### src/rtl/pit_pkg.sv
package pit_pkg;
    localparam int CNT_W  = 16;
    localparam int ELAP_W = CNT_W + 1;
    localparam int MODE_W = 3;

    localparam logic [ELAP_W-1:0] FULL_CNT = {1'b1, {CNT_W{1'b0}}};
    localparam logic [ELAP_W-1:0] ELAP_MAX = '1;

    typedef enum logic [MODE_W-1:0] {
        M_TERM    = 3'd0,
        M_ONESHOT = 3'd1,
        M_RATE    = 3'd2,
        M_SQUARE  = 3'd3,
        M_SWSTB   = 3'd4,
        M_HWSTB   = 3'd5,
        M_ALT6    = 3'd6,
        M_ALT7    = 3'd7
    } mode_e;

    typedef struct packed {
        mode_e             mode;
        logic [ELAP_W-1:0] cnt;
        logic [ELAP_W-1:0] elap;
        logic [ELAP_W-1:0] phase;
        logic              gate;
    } chan_st_t;
endpackage

### src/rtl/pit_out_decode.sv
module pit_out_decode
    import pit_pkg::*;
(
    input  mode_e             mode,
    input  logic [ELAP_W-1:0] cnt,
    input  logic [ELAP_W-1:0] elap,
    input  logic [ELAP_W-1:0] phase,
    output logic              out
);
    logic [ELAP_W-1:0] half;

    always_comb begin
        half = (cnt + 1'b1) >> 1;
        case (mode)
            M_ONESHOT:        out = (elap < cnt);
            M_RATE:           out = (phase == '0) && (elap != '0);
            M_SQUARE:         out = (phase < half);
            M_SWSTB, M_HWSTB: out = (elap == cnt);
            default:          out = (elap >= cnt);
        endcase
    end
endmodule

### src/rtl/pit_channel.sv
module pit_channel
    import pit_pkg::*;
#(
    parameter logic GATE_RST = 1'b1
) (
    input  logic              clk,
    input  logic              rst_n,
    input  logic              load,
    input  logic [MODE_W-1:0] mode_in,
    input  logic [CNT_W-1:0]  count_in,
    input  logic              gate_wr,
    input  logic              gate_val,
    output logic              out
);
    chan_st_t st_d, st_q;

    always_comb begin
        st_d = st_q;
        if (gate_wr) begin
            st_d.gate = gate_val;
        end
        if (load) begin
            st_d.mode  = mode_e'(mode_in);
            st_d.cnt   = (count_in == '0) ? FULL_CNT : {1'b0, count_in};
            st_d.elap  = '0;
            st_d.phase = '0;
        end else if (st_q.gate) begin
            st_d.elap  = (st_q.elap == ELAP_MAX) ? st_q.elap : st_q.elap + 1'b1;
            st_d.phase = (st_q.phase == st_q.cnt - 1'b1) ? '0 : st_q.phase + 1'b1;
        end
    end

    always_ff @(posedge clk or negedge rst_n) begin
        if (!rst_n) begin
            st_q.mode  <= M_SQUARE;
            st_q.cnt   <= FULL_CNT;
            st_q.elap  <= '0;
            st_q.phase <= '0;
            st_q.gate  <= GATE_RST;
        end else begin
            st_q <= st_d;
        end
    end

    pit_out_decode u_dec (
        .mode  (st_q.mode),
        .cnt   (st_q.cnt),
        .elap  (st_q.elap),
        .phase (st_q.phase),
        .out   (out)
    );

    // a load restarts the tick reference
    a_r1_load_restart: assert property (@(posedge clk) disable iff (!rst_n)
        load |=> (st_q.elap == '0) && (st_q.phase == '0));

    // the effective count is never zero
    a_r8_cnt_nonzero: assert property (@(posedge clk) disable iff (!rst_n)
        st_q.cnt != '0);

    // the position inside a period stays below the count
    a_r5_phase_in_period: assert property (@(posedge clk) disable iff (!rst_n)
        st_q.phase < st_q.cnt);

    // the terminal flag stays high until a reload
    a_r2_term_latched: assert property (@(posedge clk) disable iff (!rst_n)
        (st_q.mode == M_TERM && out && !load) |=> out);

    // an open-gated strobe lasts one tick
    a_r6_strobe_single: assert property (@(posedge clk) disable iff (!rst_n)
        ((st_q.mode == M_SWSTB || st_q.mode == M_HWSTB) && out && st_q.gate && !load)
        |=> !out);

    // a closed gate freezes counting
    a_r10_gate_hold: assert property (@(posedge clk) disable iff (!rst_n)
        (!st_q.gate && !load) |=> ($stable(st_q.elap) && $stable(st_q.phase)));
endmodule

### src/rtl/pit_timer.sv
module pit_timer
    import pit_pkg::*;
#(
    parameter int              CH_N     = 3,
    parameter logic [CH_N-1:0] GATE_RST = 3'b011
) (
    input  logic                    clk,
    input  logic                    rst_n,
    input  logic [CH_N-1:0]         load,
    input  logic [MODE_W*CH_N-1:0]  mode_in,
    input  logic [CNT_W*CH_N-1:0]   count_in,
    input  logic [CH_N-1:0]         gate_wr,
    input  logic [CH_N-1:0]         gate_val,
    output logic [CH_N-1:0]         out
);
    for (genvar i = 0; i < CH_N; i++) begin : g_ch
        pit_channel #(.GATE_RST(GATE_RST[i])) u_ch (
            .clk      (clk),
            .rst_n    (rst_n),
            .load     (load[i]),
            .mode_in  (mode_in[i*MODE_W +: MODE_W]),
            .count_in (count_in[i*CNT_W +: CNT_W]),
            .gate_wr  (gate_wr[i]),
            .gate_val (gate_val[i]),
            .out      (out[i])
        );
    end
endmodule

### config.mk
export PLATFORM = sky130hd
export DESIGN_NAME = pit_timer
export DESIGN_NICKNAME = d
export VERILOG_FILES = /design/src/rtl/pit_pkg.sv /design/src/rtl/pit_out_decode.sv /design/src/rtl/pit_channel.sv /design/src/rtl/pit_timer.sv
export SDC_FILE = /design/constraint.sdc
export NUM_CORES = 1
export LEC_CHECK = 0
export ABC_AREA = 1
export BUFFER_PORTS_ARGS = -buffer_cell sky130_fd_sc_hd__buf_2
export CAP_MARGIN = 30
export CORE_UTILIZATION = 33
export CTS_CLUSTER_DIAMETER = 80
export DETAILED_ROUTE_END_ITERATION = 16
export GPL_ROUTABILITY_DRIVEN = 0
export PLACE_DENSITY = 0.47
export SETUP_SLACK_MARGIN = 0.1
export SYNTH_ARGS = -nofsm -noshare
export SYNTH_HDL_FRONTEND = slang
export SYNTH_SLANG_ARGS = --single-unit
export TNS_END_PERCENT = 5
### constraint.sdc
create_clock -name clk -period 3.9 [get_ports clk]
set_clock_uncertainty 0.15 [all_clocks]
set_input_delay 0.195 -clock clk [delete_from_list [all_inputs] [get_ports clk]]
set_output_delay 0.195 -clock clk [all_outputs]
set_load 0.01 [all_outputs]
==> impl_metrics.ini <==
[status]
status = completed

[clock_network]
cts.clk_slew.worst_paths_ns = 0.07
cts_root_buf = clkbuf_16
h-tree-depth = 4
clockBufferDepth = 2
cts_buffers = 17
clk_latency_ns = 0.49
cts.sinks = 165
tritoncts = yes

[yosys]
syn_avg_cell_area_um2 = 6.97
synth-seq-cells = 165
synth.top_cell.area_share_pct = 27.6
synth_edf_count = 0
yosys.cell_types.count = 57
synth_nets = 2185
syn_area_um2 = 13900
synth_top_area_cell = dfrtp_1
synth_cells = 2000
async_flop_share_pct = 100
yosysWarningCount = 0
synth_flop_cell = dfrtp_1
yosys-top-cells-area = dfrtp_1 (28%), nand2_1 (14%), ha_1 (10%), inv_1 (6.5%), nor2_1 (5.7%)
ys_seq_area_share_pct = 29.7

[layout]
utilization_pct = 39.6
syn_to_final_growth_pct = 17.2
instances_no_fill = 2680
final_cell_mix = nand2_1 (518), inv_1 (240), nor2_1 (205)
seqCellArea_um2 = 4160
layout_commonest_cell = nand2_1
fillers = 4379
fin_nets = 2320
top_regs = g_ch.u_ch.st_q (165)
multiInputGateArea_um2 = 8730
regMostFlops = g_ch.u_ch.st_q
drive_above_1_share_pct = 11.2
antennaDiodeCount = 0
largest_reg_flops = 165

[sta]
fmax_mhz = 264
rsz0062_at_grt = true
worstMarginPinSlew_ns = 0.791
period_share_pct = 97.2
fin_crit_ns = 3.79
hold_violations = 0
maxSlewViolCount = 0
setup_violations = 0
slew_headroom_pct = 47.2
hold_ws_ns = 0.104

[floorplan]
start_util_pct = 33.8
die_y_um = 208
dieArea_um2 = 43100
core_um2 = 41300
core.rowCount = 74
io_pins = 71
die_w_um = 208

[global_routing]
grt_max_degree = 90
overflow = 0
antenna_found_initial = 0
grt_usage_pct = 20.6
grt_pass1_wl_mm = 70.2
grt_pass1_vias = 13200

[worst_setup_path]
worstPathArrival_ns = 3.45
crit_fanout = 3
worstSetupEndpointType = primary output
crit_chain = ha_2, nand2_2, nor4_4, nand2_2, nor3_4, nand2_2, nor2_1, nand2_1, xor2_1, ha_1, nand3_2, nor2_2, nand4_1, nand4_1, o211ai_1, nor2_1, nand2_1, buf_2
critPathBufInv = 1
cp_common_cell = nand2_2
max_stage_delay_ns = 0.39
slowest_stage = dfrtp_1
crit_family = simple AND/OR/NAND/NOR gates
start_kind = register
crit_type = reg2out
cp.required_ns = 3.56

[drt]
wl_per_cell_um = 15.8
drt_iter0_markers = 688
remaining_drc_errors = 0
vias = 13300
wirelength_mm = 42.4
drt_pass1_iterations = 7
ant_nets = 0
post_drt_via_cell_ratio = 4.95

[placement]
place_inst = 2564
io_buffers = 70
dp_hpwl_mm = 32.6

[power_and_ir_drop]
finalPower_w = 0.00473
ir_worst_vdd_mv = 0.264
power.density_nw_per_um2 = 290
p_leak_nw = 7.95

[job]
maxCapViolCount = 0

[min_path]
min_path_type = in2reg
logic make-up after synthesis:
logic type	after synthesis	synth area share, %
AOI/OAI and AO/OA	245	9.73
xor gates and xnor gates	112	7.04
adders and majority gates	117	10.5
buffers and inverters	300	8.59
DFF	165	29.7
and+or+nand+nor	1061	34.4
through the flow:
step | TNS [ns] | instance area, µm² | worst slack (ns)
floorplan | 0 | 13900 | 0.921
finish | 0 | 16300 | 0.109
CTS | 0 | 16200 | 0.0895
global route | -0.293 | 16300 | -0.157
global placement | 0 | 14800 | 0.403
detailed placement | 0 | 14800 | 0.337
timing repair:
item,in CTS,in global routing
pin swaps,1,14
setup buffers,4,7
hold endpoints to repair,158,0
resized for setup,10,33
endpoints found under the setup margin,3,3
hold buffers,73,0
routing by layer:
metal / global-route usage [%] / part of all wire, % / up-vias
li1: - / - / 6811
met1: 26.7 / 47 / 6173
met2: 34.6 / 47 / 217
met3: 2.72 / 2.5 / 57
met4: 8.41 / 2.7 / 0
met5: 0 / 0 / -
power breakdown:
part           switching [W]  internal (W)  leakage (nW)
Combinational       0.000677      0.000385          5.52
Clock               0.000833      0.000915         0.281
Sequential          0.000124       0.00180          2.15
worst min-delay path: stages:
cell,delay (ns)
buf_2,0.30
a31oi_1,0.08
o21a_1,0.11
layout make-up:
cell class,count,share of cell area (%)
Multi-Input combinational cell,1535,53.4
Timing Repair Buffer,163,7.67
Inverter,253,5.83
Tap cell,532,4.07
Clock inverter,13,0.865
Sequential cell,165,25.4
Clock buffer,19,2.71
Yosys cell counts (2+ instances only):
cell	instances
nand2_1	521
nand3_1	124
o211ai_1	3
o21ai_0	127
nor3b_1	3
nor3_1	51
nor2_2	10
dfstp_2	11
nor3_4	3
dfrtp_1	154
nand3_4	3
buf_6	5
nand4_1	58
nor4_1	31
or2_2	3
a21o_1	4
xnor2_1	29
a21oi_1	73
nand2_2	7
inv_1	242
a41oi_1	4
buf_2	5
o21bai_1	2
o21a_1	4
nand3b_4	2
ha_1	117
a211oi_1	7
buf_4	6
clkbuf_1	29
o21ai_2	11
nor2_4	9
nor3_2	6
xor2_1	83
nor2_1	213
nand3b_1	5
inv_2	8
nand3_2	6
a31oi_1	2
path summary, 6_finish.rpt:
| path | start | to | slack (ns) | cells past startpoint |
|---|---|---|---|---|
| min | load[2] | g_ch[2].u_ch.st_q[26] | 0.10 | 3 |
| max reg2reg | g_ch[0].u_ch.st_q[19] | g_ch[0].u_ch.st_q[32] | 0.94 | 17 |
| min in group asynchronous | rst_n | g_ch[0].u_ch.st_q[2] | 0.15 | 2 |
| max | g_ch[1].u_ch.st_q[35] | out[1] | 0.11 | 18 |
| min reg2reg | g_ch[1].u_ch.st_q[53] | g_ch[1].u_ch.st_q[53] | 0.39 | 2 |
| max in group asynchronous | rst_n | g_ch[1].u_ch.st_q[40] | 2.46 | 3 |
No activity file was read; power rests on OpenSTA's default activity.
